$ cat src/rtl/dram_ctl_pkg.sv
package dram_ctl_pkg;
  typedef enum logic [2:0] {
    ST_IDLE,
    ST_ROW,
    ST_COL,
    ST_REF_CAS,
    ST_REF_RAS,
    ST_PRE
  } seq_state_t;
endpackage

$ cat src/rtl/dram_sync.sv
module dram_sync #(
  parameter int W      = 1,
  parameter int STAGES = 2
) (
  input  logic         clk,
  input  logic         rst,
  input  logic [W-1:0] d,
  output logic [W-1:0] q
);
  logic [STAGES-1:0][W-1:0] stg;

  always_ff @(posedge clk) begin
    if (rst) begin
      stg <= '0;
    end else begin
      stg[0] <= d;
      for (int i = 1; i < STAGES; i++) stg[i] <= stg[i-1];
    end
  end

  assign q = stg[STAGES-1];
endmodule

$ cat src/rtl/dram_refresh_timer.sv
module dram_refresh_timer #(
  parameter int DIV    = 12,
  parameter int STAGES = 2
) (
  input  logic clk,
  input  logic rst,
  input  logic e_clk,
  output logic tick
);
  localparam int CW = (DIV > 1) ? $clog2(DIV) : 1;

  logic          e_s;
  logic          e_prev;
  logic [CW-1:0] cnt;
  logic          e_rise;

  dram_sync #(.W(1), .STAGES(STAGES)) u_esync (
    .clk(clk), .rst(rst), .d(e_clk), .q(e_s)
  );

  assign e_rise = e_s & ~e_prev;

  always_ff @(posedge clk) begin
    if (rst) begin
      e_prev <= 1'b0;
      cnt    <= '0;
      tick   <= 1'b0;
    end else begin
      e_prev <= e_s;
      tick   <= 1'b0;
      if (e_rise) begin
        if (cnt == CW'(DIV - 1)) begin
          cnt  <= '0;
          tick <= 1'b1;
        end else begin
          cnt <= cnt + 1'b1;
        end
      end
    end
  end
endmodule

$ cat src/rtl/dram_bank_decode.sv
module dram_bank_decode #(
  parameter int          ADDR_W      = 24,
  parameter logic [31:0] WIN_BASE    = 32'h0020_0000,
  parameter int          WIN_LOG2    = 23,
  parameter int          NBANK       = 4,
  parameter int          BIG_SHIFT   = 21,
  parameter int          SMALL_SHIFT = 19
) (
  input  logic [ADDR_W-1:1] addr,
  input  logic              big_dev,
  input  logic [1:0]        fill,
  output logic              hit,
  output logic [NBANK-1:0]  sel
);
  localparam logic [31:0] WIN_BYTES = 32'd1 << WIN_LOG2;
  localparam logic [31:0] UNIT_2M   = 32'd2 << 20;

  logic [31:0] byte_a;
  logic [31:0] offset;
  logic [31:0] bank_idx;
  logic [31:0] fill_bytes;
  logic [31:0] banks_fit;
  logic [4:0]  shamt;

  always_comb begin
    byte_a     = 32'({addr, 1'b0});
    hit        = (byte_a >= WIN_BASE) && (byte_a < WIN_BASE + WIN_BYTES);
    offset     = byte_a - WIN_BASE;
    shamt      = big_dev ? 5'(BIG_SHIFT) : 5'(SMALL_SHIFT);
    bank_idx   = offset >> shamt;
    fill_bytes = (fill == 2'd0) ? 32'd0 : (UNIT_2M << (fill - 2'd1));
    banks_fit  = fill_bytes >> shamt;
  end

  for (genvar b = 0; b < NBANK; b++) begin : g_bank
    assign sel[b] = hit && (bank_idx == 32'(b)) && (32'(b) < banks_fit);
  end
endmodule

$ cat src/rtl/dram_sequencer.sv
module dram_sequencer
  import dram_ctl_pkg::*;
#(
  parameter int NBANK = 4,
  parameter int T_RCD = 2,
  parameter int T_CSR = 2,
  parameter int T_RAS = 4,
  parameter int T_RP  = 3
) (
  input  logic             clk,
  input  logic             rst,
  input  logic             ref_tick,
  input  logic             as_s,
  input  logic             wr_s,
  input  logic [1:0]       strb_s,
  input  logic             hit,
  input  logic [NBANK-1:0] sel,
  output logic [NBANK-1:0] bank_ras,
  output logic [1:0]       cas_lanes,
  output logic             mux_col,
  output logic             bus_ready
);
  localparam int TMAX1 = (T_RCD > T_CSR) ? T_RCD : T_CSR;
  localparam int TMAX2 = (T_RAS > T_RP) ? T_RAS : T_RP;
  localparam int TMAX  = (TMAX1 > TMAX2) ? TMAX1 : TMAX2;
  localparam int CNT_W = $clog2(TMAX + 1);

  seq_state_t       st, st_n;
  logic [CNT_W-1:0] cnt, cnt_n;
  logic [NBANK-1:0] sel_q, sel_n;
  logic             wr_q, wr_n;
  logic             pend, pend_n;
  logic [NBANK-1:0] ras_n;
  logic [1:0]       cas_n;
  logic             col_n, rdy_n;

  always_comb begin
    st_n   = st;
    cnt_n  = cnt;
    sel_n  = sel_q;
    wr_n   = wr_q;
    pend_n = pend | ref_tick;
    unique case (st)
      ST_IDLE: begin
        if (pend) begin
          st_n   = ST_REF_CAS;
          cnt_n  = CNT_W'(T_CSR - 1);
          pend_n = ref_tick;
        end else if (as_s && hit) begin
          st_n  = ST_ROW;
          cnt_n = CNT_W'(T_RCD - 1);
          sel_n = sel;
          wr_n  = wr_s;
        end
      end
      ST_ROW: begin
        if (!as_s) begin
          st_n  = ST_PRE;
          cnt_n = CNT_W'(T_RP - 1);
        end else if (cnt == '0) begin
          st_n = ST_COL;
        end else begin
          cnt_n = cnt - 1'b1;
        end
      end
      ST_COL: begin
        if (!as_s) begin
          st_n  = ST_PRE;
          cnt_n = CNT_W'(T_RP - 1);
        end
      end
      ST_REF_CAS: begin
        if (cnt == '0) begin
          st_n  = ST_REF_RAS;
          cnt_n = CNT_W'(T_RAS - 1);
        end else begin
          cnt_n = cnt - 1'b1;
        end
      end
      ST_REF_RAS: begin
        if (cnt == '0) begin
          st_n  = ST_PRE;
          cnt_n = CNT_W'(T_RP - 1);
        end else begin
          cnt_n = cnt - 1'b1;
        end
      end
      ST_PRE: begin
        if (cnt == '0) st_n = ST_IDLE;
        else           cnt_n = cnt - 1'b1;
      end
      default: st_n = ST_IDLE;
    endcase

    ras_n = '0;
    cas_n = '0;
    col_n = 1'b0;
    rdy_n = 1'b0;
    unique case (st_n)
      ST_ROW: ras_n = sel_n;
      ST_COL: begin
        ras_n = sel_n;
        col_n = 1'b1;
        rdy_n = 1'b1;
        cas_n = wr_n ? strb_s : 2'b11;
      end
      ST_REF_CAS: cas_n = 2'b11;
      ST_REF_RAS: begin
        cas_n = 2'b11;
        ras_n = '1;
      end
      default: ;
    endcase
  end

  always_ff @(posedge clk) begin
    if (rst) begin
      st        <= ST_IDLE;
      cnt       <= '0;
      sel_q     <= '0;
      wr_q      <= 1'b0;
      pend      <= 1'b0;
      bank_ras  <= '0;
      cas_lanes <= '0;
      mux_col   <= 1'b0;
      bus_ready <= 1'b0;
    end else begin
      st        <= st_n;
      cnt       <= cnt_n;
      sel_q     <= sel_n;
      wr_q      <= wr_n;
      pend      <= pend_n;
      bank_ras  <= ras_n;
      cas_lanes <= cas_n;
      mux_col   <= col_n;
      bus_ready <= rdy_n;
    end
  end
endmodule

$ cat src/rtl/dram_ctl_top.sv
module dram_ctl_top #(
  parameter int ADDR_W   = 24,
  parameter int NBANK    = 4,
  parameter int SYNC_N   = 2,
  parameter int REF_DIV  = 12,
  parameter int T_RCD    = 2,
  parameter int T_CSR    = 2,
  parameter int T_RAS    = 4,
  parameter int T_RP     = 3
) (
  input  logic              clk,
  input  logic              rst,
  input  logic              addr_strobe,
  input  logic [1:0]        data_strobe,
  input  logic              bus_read,
  input  logic [ADDR_W-1:1] bus_addr,
  input  logic              e_clk,
  input  logic              big_dev,
  input  logic [1:0]        fill_level,
  output logic [NBANK-1:0]  bank_ras,
  output logic [1:0]        cas_lanes,
  output logic              mux_col,
  output logic              bus_ready
);
  logic [3:0]       bus_s;
  logic             ref_tick;
  logic             hit;
  logic [NBANK-1:0] sel;

  dram_sync #(.W(4), .STAGES(SYNC_N)) u_bsync (
    .clk(clk), .rst(rst),
    .d({addr_strobe, ~bus_read, data_strobe}),
    .q(bus_s)
  );

  dram_refresh_timer #(.DIV(REF_DIV), .STAGES(SYNC_N)) u_timer (
    .clk(clk), .rst(rst), .e_clk(e_clk), .tick(ref_tick)
  );

  dram_bank_decode #(.ADDR_W(ADDR_W), .NBANK(NBANK)) u_dec (
    .addr(bus_addr), .big_dev(big_dev), .fill(fill_level),
    .hit(hit), .sel(sel)
  );

  dram_sequencer #(
    .NBANK(NBANK), .T_RCD(T_RCD), .T_CSR(T_CSR), .T_RAS(T_RAS), .T_RP(T_RP)
  ) u_seq (
    .clk(clk), .rst(rst), .ref_tick(ref_tick),
    .as_s(bus_s[3]), .wr_s(bus_s[2]), .strb_s(bus_s[1:0]),
    .hit(hit), .sel(sel),
    .bank_ras(bank_ras), .cas_lanes(cas_lanes),
    .mux_col(mux_col), .bus_ready(bus_ready)
  );
endmodule

$ cat config.mk
export PLATFORM = sky130hd
export DESIGN_NAME = dram_ctl_top
export DESIGN_NICKNAME = d
export VERILOG_FILES = /design/src/rtl/dram_ctl_pkg.sv /design/src/rtl/dram_sync.sv /design/src/rtl/dram_refresh_timer.sv /design/src/rtl/dram_bank_decode.sv /design/src/rtl/dram_sequencer.sv /design/src/rtl/dram_ctl_top.sv
export SDC_FILE = /design/constraint.sdc
export NUM_CORES = 1
export LEC_CHECK = 0
export CAP_MARGIN = 30
export CORE_AREA = 10 10 71 73
export DETAILED_ROUTE_END_ITERATION = 6
export DIE_AREA = 0 0 81 83
export PLACE_DENSITY_LB_ADDON = 0.25
export SETUP_SLACK_MARGIN = 0.1
export SYNTH_ARGS = -nofsm -noshare
export SYNTH_HDL_FRONTEND = slang
export SYNTH_SLANG_ARGS = --single-unit
$ cat constraint.sdc
create_clock -name clk -period 4.71 [get_ports clk]
set_clock_uncertainty 0.2 [all_clocks]
set_input_delay 0.942 -clock clk [delete_from_list [all_inputs] [get_ports clk]]
set_output_delay 0.942 -clock clk [all_outputs]
set_load 0.03 [all_outputs]
# After elaboration in Yosys (flattened, before gate mapping)
# Cells that the tools add are included.
[totals] output_inout_bits=8 register_bits=35
[op_classes] bitwise_logic=5 n_eq_ne=15 mux=33 magnitude_cmp=6 n_reduce_logical=19 shift=3 n_addsub=4
[ops] operator="$eq 32x2->1 const B" n=2
[ops] operator="$lt 1x32->1 const A" n=2
[ops] operator="$lt 2x32->1 const A" n=2
[ops] operator="$shr 32x5->32" n=2
[ops] operator="$mux 3" n=16
[ops] operator="$pmux 3 s6" n=2
[ops] operator="$eq 32x1->1 const B" n=1
[ops] operator="$logic_not 32->1" n=1
[ops] operator="$mux 32" n=1
[ops] operator="$shl 22x2->32 const A" n=1
[ops] operator="$sub 24x22->25 const B" n=1
[ops] operator="$ge 24x22->1 const B" n=1
[ops] operator="$lt 24x24->1 const B" n=1
[ops] operator="$mux 4" n=4
[ops] operator="$eq 3x2->1 const B" n=4
[ops] operator="$logic_and 1x1->1" n=10
[ops] operator="$eq 3x3->1 const B" n=3
[ops] operator="$pmux 4 s2" n=1
[ops] operator="$mux 1" n=7
[ops] operator="$eq 3x1->1 const B" n=2
[ops] operator="$logic_not 3->1" n=2
[ops] operator="$reduce_bool 6->1" n=1
[ops] operator="$reduce_or 2->1" n=3
[ops] operator="$add 4x1->4 const B" n=1
[ops] operator="other kinds (12)" n=14

# Longest topological paths before layout
# Gate-level depths: netlist (run 1).
[depth] word_depth=10 ltp_mapped=8 depth_no_buf=8

# Hierarchy
# Synthesis (run 1) repeated with hierarchy kept, for this count alone.
[unflattened] hier_cells=217 area_unflattened_um2=1911.8
[by_module_without_submodules] module="dram_sequencer" seq_area_each_um2=380.4 instances=1 cells_each=126 area_per_inst_um2=1086.0
[by_module_without_submodules] module="dram_bank_decode" seq_area_each_um2=0.0 instances=1 cells_each=39 area_per_inst_um2=266.5
[by_module_without_submodules] module="dram_refresh_timer" seq_area_each_um2=120.1 instances=1 cells_each=27 area_per_inst_um2=262.8
[by_module_without_submodules] module="dram_sync at u_bsync" seq_area_each_um2=160.2 instances=1 cells_each=20 area_per_inst_um2=240.2
[by_module_without_submodules] module="dram_sync at u_timer.u_esync" seq_area_each_um2=40.0 instances=1 cells_each=4 area_per_inst_um2=52.6
[by_module_without_submodules] module="dram_ctl_top" seq_area_each_um2=0.0 instances=1 cells_each=1 area_per_inst_um2=3.8

# Worst setup path before layout (run 1)
# OpenSTA, ideal clock, no wires.
[synth_path] path_kind="input-to-reg" from="input port bus_addr[22] (netlist bit)" to="register u_seq.cas_lanes[0]" arrival_ns=2.424 n_path_buf=0 stages=8 setup_slack_ns=1.954 path_cell_list="inv_1 > ha_1 > nor4b_1 > and4_4 > a32o_1 > a211oi_2 > mux2i_1 > a21oi_1"
[synth_via] elab_chain_len=9 elab_cells_between_ends=16 classes_between="2 x order compare; 3 x eq/ne; 8 x mux; 3 x reduce/logical"
[synth_lines] item="start: declaration" line_no="dram_ctl_top.sv:16" rtl="input logic [ADDR_W-1:1] bus_addr,"
[synth_lines] item="$ge 24x22->1 / $lt 24x24->1 (equally long branches)" line_no="dram_bank_decode.sv:27" rtl="hit = (byte_a >= WIN_BASE) && (byte_a < WIN_BASE + WIN_BYTES);"
[synth_lines] item="$logic_and 1x1->1 *" line_no="dram_bank_decode.sv:27"
[synth_lines] item="$logic_and 1x1->1 *" line_no="dram_sequencer.sv:49" rtl="end else if (as_s && hit) begin"
[synth_lines] item="$mux 3" line_no="dram_sequencer.sv:49"
[synth_lines] item="$mux 3" line_no="dram_sequencer.sv:45" rtl="if (pend) begin"
[synth_lines] item="$pmux 3 s6" line_no="dram_sequencer.sv:43" rtl="unique case (st)"
[synth_lines] item="$eq 3x2->1 / $eq 3x3->1 (equally long branches)" line_no="dram_sequencer.sv:99" rtl="unique case (st_n)"
[synth_lines] item="$reduce_or 2->1 (no line)"
[synth_lines] item="$pmux 2 s2 *" line_no="dram_sequencer.sv:99"
[synth_lines] item="end signal: assignment" line_no="dram_sequencer.sv:134" rtl="cas_lanes <= cas_n;"
[synth_lines] item="end: declaration" line_no="dram_sequencer.sv:19" rtl="output logic [1:0] cas_lanes,"
# Every way passes the cells marked *; elsewhere a longest branch is shown, timed or not.
# A chain may end at the register's enable or synchronous reset.

# Worst setup path in the final report (run 1)
[layout_path] from="input port bus_addr[21] (netlist bit)" to="register u_seq.cas_lanes[0]"
# The elaborated chain is that of the path after synthesis.

==> impl_metrics.py, run 1 <==
metrics = {
    "status": {
        "status": "complete, no violations",
    },
    "finish": {
        "layout.cells.most_common_list": "clkdlybuf4s50_1 (40), dfxtp_1 (35), nor2_1 (22)",
        "final_util": 0.637,
        "final_area_um2": 2310,
        "finalNetCount": 284,
        "fill_cells": 339,
        "drive_above_1_share": 0.0656,
        "final_common_cell": "clkdlybuf4s50_1",
        "ff_latch_area_um2": 701,
        "n_antenna_cell": 0,
        "areaGrowthSynthToFinish_pct": 31.0,
        "multi_input_area_um2": 986,
    },
    "sta": {
        "post-route-period-util": 0.672,
        "fin_tns_setup_ns": 0,
        "tightest_slew_ns": 0.600,
        "final_hold_viol_count": 0,
        "rsz0062_at_grt": "no",
        "fin_crit_ns": 3.17,
        "max_slew_margin": 0.599,
        "drv_slew": 0,
        "setup_ws_ns": 1.54,
        "fmax_mhz": 316,
        "finalSetupViolCount": 0,
    },
    "routing": {
        "drc": 0,
        "drt_iter0_drc": 151,
        "antenna_left": 0,
        "avgRoutedWirePerCell_um": 13.4,
        "vias": 1541,
        "first_pass_iters": 4,
        "avgViaCountPerCell": 5.28,
        "wl_mm": 3.90,
    },
    "setup_path": {
        "r2r-end": "u_seq.bank_ras[1]",
        "setup.worst_path.class": "in -> reg",
        "crit_fanout": 7,
        "cp.arrival_ns": 3.13,
        "critical-path-max-stage-delay_ns": 0.52,
        "cp-start-kind": "input pin",
        "rr_worst_depth": 6,
        "r2r_start": "u_seq.st[0]",
        "critical_path_buf_inv_count": 1,
        "r2r_slack_ns": 2.35,
        "slowest_stage": "a211oi_2",
        "end_kind": "flip-flop",
        "cp_data_required_time_ns": 4.68,
        "cp_cell_sequence": "clkdlybuf4s50_1, ha_1, nor4b_1, and4_4, a32o_1, a211oi_2, mux2i_1, a21oi_1",
        "crit_family": "compound AO/OA/AOI/OAI gates",
    },
    "floorplanning": {
        "start_util": 0.486,
        "die_x_um": 81,
        "ios": 41,
        "die_h_um": 83,
        "die_area_um2": 6720,
        "coreArea_um2": 3630,
        "placementRows": 22,
    },
    "grt": {
        "grt_max_degree": 25,
        "antenna_found_initial": 0,
        "grt_remaining_overflow": 0,
        "grt_pass1_vias": 1528,
        "grt_pass1_wl_mm": 6.93,
        "grt.total_usage": 0.122,
    },
    "logic_synthesis": {
        "synth_area_per_cell_um2": 8.70,
        "synth_cell_type_count": 43,
        "seq_area_frac_synth": 0.397,
        "synth_cells": 203,
        "synth_area_um2": 1770,
        "syn_nets": 244,
        "postSynthRegisterBits": 35,
        "yosys_warnings": 0,
    },
    "pwr": {
        "p_total_mw": 1.06,
        "p_leak_nw": 0.909,
        "peakVddDrop_mv": 0.344,
        "p_per_area_nw_per_um2": 460,
    },
    "min_path": {
        "hold_path.class": "reg -> reg",
        "hp-start": "u_timer.u_esync.stg[0]",
        "hold_depth": 1,
        "min_to": "u_timer.u_esync.q",
    },
    "placement": {
        "io_buffers": 40,
        "pre_cts_ws_ns": 1.25,
        "dpl.hpwl_mm": 2.92,
        "place_area_um2": 2200,
        "place_congestion": 0.779,
    },
    "clock_network": {
        "cts_buffer_depth": 2,
        "cts_tree": "yes",
        "hold_buffers": 0,
        "clk_latency_ns": 0.28,
        "cts_setup_buffers": 0,
        "cts_resized": 0,
        "cts_buffers": 5,
        "root_buffer": "clkbuf_8",
        "h-tree-depth": 2,
        "cts.sinks": 35,
        "clk_pin_slew_worst_paths_ns": 0.07,
    },
    "flow_run": {
        "maxCapViolations": 0,
    },
}
-- routing by layer --
layer,routed length (um),GRT usage,up-vias
li1,-,-,796
met1,1830,0.152,697
met2,1730,0.187,43
met3,294,0.0453,5
met4,56,0.0454,0
met5,0,0,-
-- power breakdown --
| group | switching [mW] | internal [mW] |
|---|---|---|
| Combinational | 0.222 | 0.183 |
| Clock | 0.103 | 0.171 |
| Sequential | 0.0486 | 0.337 |
-- worst max-delay path by stage --
stage	from	end	slack (ns)	cells after the start
floorplan	bus_addr[22]	u_seq.cas_lanes[0]	1.95	8
global placement	bus_addr[21]	u_seq.cas_lanes[0]	1.30	8
detailed placement	bus_addr[21]	u_seq.cas_lanes[0]	1.25	8
CTS	bus_addr[21]	u_seq.cas_lanes[0]	1.55	8
global route	bus_addr[21]	u_seq.cas_lanes[0]	1.37	8
finish	bus_addr[21]	u_seq.cas_lanes[0]	1.54	8
-- cells by family (layout without fill, tap and decap cells) --
kind of cell / Yosys count / count (layout) / synth area share
muxes: 9 / 9 / 0.0510
DFF: 35 / 35 / 0.397
and+or+nand+nor: 81 / 81 / 0.257
AOI/OAI and AO/OA: 47 / 47 / 0.174
adders and majority gates: 8 / 8 / 0.0567
xor gates and xnor gates: 4 / 4 / 0.0198
buffers and inverters: 19 / 60 / 0.0446
-- area by class of cell --
cell class                      count  share of cell area
Inverter                           11              0.0178
Clock inverter                      2              0.0151
Tap cell                           48              0.0260
Sequential cell                    35               0.303
Multi-Input combinational cell    149               0.426
Timing Repair Buffer               41               0.176
Clock buffer                        6              0.0357
-- cell usage after synthesis (all sizes together) --
library cell | count | area (um2)
nor4 | 4 | 25.0
ha | 8 | 100
o2bb2ai | 3 | 26.3
dfxtp | 35 | 701
nand3 | 3 | 15.0
a21o | 2 | 15.0
a211o | 1 | 8.76
clkinv | 1 | 3.75
clkbuf | 6 | 22.5
buf | 2 | 15.0
a221oi | 1 | 8.76
xnor2 | 2 | 17.5
inv | 10 | 37.5
o21ai | 15 | 75.1
nor3 | 2 | 15.0
nand4b | 2 | 17.5
a211oi | 2 | 25.0
and4b | 1 | 10.0
and2 | 2 | 12.5
nor4b | 2 | 32.5
a31oi | 1 | 6.26
a32o | 1 | 10.0
o21a | 1 | 7.51
and4 | 1 | 11.3
mux2i | 9 | 90.1
a22o | 2 | 17.5
xor2 | 2 | 17.5
o31ai | 1 | 7.51
nor2b | 14 | 87.6
o221a | 1 | 11.3
nor2 | 22 | 82.6
nand3b | 1 | 7.51
nand2 | 15 | 56.3
a311oi | 1 | 8.76
a21oi | 15 | 78.8
nand2b | 2 | 12.5
nand4 | 2 | 12.5
or3 | 7 | 43.8
and4bb | 1 | 12.5
-- state kept, by name, indices dropped and copies added, names as in the netlist --
name / flops
u_seq.bank_ras: 4
u_bsync.q: 4
u_seq.cnt: 3
u_seq.pend: 1
u_timer.u_esync.stg: 1
u_timer.e_prev: 1
u_seq.cas_lanes: 2
u_timer.u_esync.q: 1
u_bsync.stg: 4
u_timer.tick: 1
u_seq.sel_q: 4
u_seq.bus_ready: 1
u_timer.cnt: 4
u_seq.st: 3
u_seq.wr_q: 1
-- through the flow --
stage	hold slack (ns)	std cells
after floorplan	0.213	203
after global placement	0.216	284
after detailed placement	0.223	284
after CTS	0.239	292
after global routing	0.263	292
final	0.234	292
No activity file was read; power rests on OpenSTA's default activity.
==> run 2: changes to the inputs <==
--- a/config.mk
+++ b/config.mk
@@ -6,9 +6,9 @@
 export NUM_CORES = 1
 export LEC_CHECK = 0
 export CAP_MARGIN = 30
-export CORE_AREA = 10 10 71 73
+export CORE_AREA = 10 10 72 74
 export DETAILED_ROUTE_END_ITERATION = 6
-export DIE_AREA = 0 0 81 83
+export DIE_AREA = 0 0 82 84
 export PLACE_DENSITY_LB_ADDON = 0.25
 export SETUP_SLACK_MARGIN = 0.1
 export SYNTH_ARGS = -nofsm -noshare
==> constraint.sdc (replaced) <==
create_clock -name clk -period 3.2 [get_ports clk]
set_clock_uncertainty 0.2 [all_clocks]
set_input_delay 0.64 -clock clk [delete_from_list [all_inputs] [get_ports clk]]
set_output_delay 0.64 -clock clk [all_outputs]
set_load 0.03 [all_outputs]
==> run 2 against run 1 <==
Sequential power up 47%. Worst hold slack worse by 0.0080 ns. Sequential share of layout area about the same. Global-route usage down 0.36 points. Count of clock-buffer cells in the layout unchanged. Utilization down 3.6 points. Sequential cell count unchanged. Combinational power up 52%. Die area up 2.5%. Final cell count up 1.0%.
==> impl_metrics.py, run 2 (synthesis results as in run 1) <==
metrics = {
    "clock_network": {
        "root_buffer": "clkbuf_8",
        "cts_setup_buffers": 0,
        "cts_resized": 0,
        "cts_buffers": 5,
        "cts_buffer_depth": 2,
        "cts.sinks": 35,
        "h-tree-depth": 2,
        "cts_tree": "yes",
        "hold_buffers": 0,
        "clk_pin_slew_worst_paths_ns": 0.07,
        "clk_latency_ns": 0.28,
    },
    "routing": {
        "avgViaCountPerCell": 5.31,
        "wl_mm": 3.94,
        "first_pass_iters": 4,
        "vias": 1566,
        "avgRoutedWirePerCell_um": 13.4,
        "antenna_left": 0,
        "drt_iter0_drc": 102,
        "drc": 0,
    },
    "sta": {
        "post-route-period-util": 0.837,
        "drv_slew": 0,
        "finalSetupViolCount": 0,
        "fin_crit_ns": 2.68,
        "hold_slack_ns": 0.226,
        "rsz0062_at_grt": "no",
        "tightest_slew_ns": 0.593,
        "max_slew_margin": 0.604,
        "fmax_mhz": 373,
        "fin_tns_setup_ns": 0,
        "final_hold_viol_count": 0,
    },
    "setup_path": {
        "end_kind": "flip-flop",
        "setup.worst_path.class": "in -> reg",
        "cp_data_required_time_ns": 3.16,
        "cp-start-kind": "input pin",
        "crit_fanout": 7,
        "cp.arrival_ns": 2.64,
    },
    "floorplanning": {
        "placementRows": 23,
        "coreArea_um2": 3860,
        "die_area_um2": 6890,
        "start_util": 0.458,
        "ios": 41,
        "die_x_um": 82,
        "die_h_um": 84,
    },
    "finish": {
        "layout.cells.most_common_list": "clkdlybuf4s50_1 (40), dfxtp_1 (35), nor2_1 (22)",
        "areaGrowthSynthToFinish_pct": 31.2,
        "fill_cells": 356,
        "finalNetCount": 286,
        "n_antenna_cell": 0,
        "final_area_um2": 2320,
        "drive_above_1_share": 0.0653,
        "final_common_cell": "clkdlybuf4s50_1",
        "final_util": 0.601,
    },
    "flow_run": {
        "maxCapViolations": 0,
    },
    "min_path": {
        "hold_path.class": "reg -> reg",
    },
    "pwr": {
        "p_leak_nw": 0.908,
        "p_total_mw": 1.56,
        "p_per_area_nw_per_um2": 671,
        "peakVddDrop_mv": 0.463,
    },
    "placement": {
        "place_area_um2": 2210,
        "place_congestion": 0.758,
        "dpl.hpwl_mm": 2.99,
        "io_buffers": 40,
    },
    "grt": {
        "grt_pass1_vias": 1517,
        "antenna_found_initial": 0,
        "grt.total_usage": 0.119,
        "grt_pass1_wl_mm": 6.69,
        "grt_remaining_overflow": 0,
        "grt_max_degree": 24,
    },
    "status": {
        "status": "complete, no violations",
    },
}
-- run 2: per-layer routing --
layer | share of wire | vias up | global-route usage | wire length, um
li1 | - | 798 | - | -
met1 | 0.45 | 704 | 0.135 | 1760
met2 | 0.44 | 58 | 0.186 | 1750
met3 | 0.091 | 6 | 0.0506 | 360
met4 | 0.016 | 0 | 0.0526 | 64
met5 | 0 | - | 0 | 0
-- run 2: worst paths after layout --
path | start | endpoint | slack (ns) | cells past startpoint
max | bus_addr[22] | u_seq.cas_lanes[0] | 0.52 | 10
min | u_bsync.stg[3] | u_bsync.q[3] | 0.23 | 1
max reg2reg | u_seq.st[1] | u_seq.bank_ras[1] | 0.83 | 7
min reg2reg | u_bsync.stg[3] | u_bsync.q[3] | 0.23 | 1
-- run 2: layout make-up --
class                      count  area (um2)  share of cell area
clock buffer                   6        72.6              0.0313
tap                           50        62.6              0.0270
inverter                      11        41.3              0.0178
sequential                    35         701               0.303
clock inverter                 1        30.0              0.0130
timing repair buffer          43         423               0.183
multi-input combinational    149         986               0.426
-- run 2: metrics by stage --
| step | cells | setup slack, ns |
|---|---|---|
| finish | 295 | 0.521 |
| global route | 295 | 0.326 |
| CTS | 295 | 0.511 |
| detailed placement | 288 | 0.206 |
| global placement | 288 | 0.241 |
| floorplan | 203 | 0.746 |
-- run 2: critical path, stage by stage --
cell and delay (ns):
clkdlybuf4s50_1 0.50, inv_1 0.07, ha_1 0.17, nor4b_1 0.14, and4_4 0.15, a32o_1 0.24
a211oi_2 0.21, buf_4 0.18, mux2i_1 0.24, a21oi_1 0.09
-- run 2: report_power, final --
| group | leakage, nW | switching [mW] | internal (mW) |
|---|---|---|---|
| Combinational | 0.571 | 0.331 | 0.286 |
| Sequential | 0.285 | 0.0725 | 0.497 |
| Clock | 0.0513 | 0.140 | 0.228 |
| Total | 0.908 | 0.544 | 1.01 |
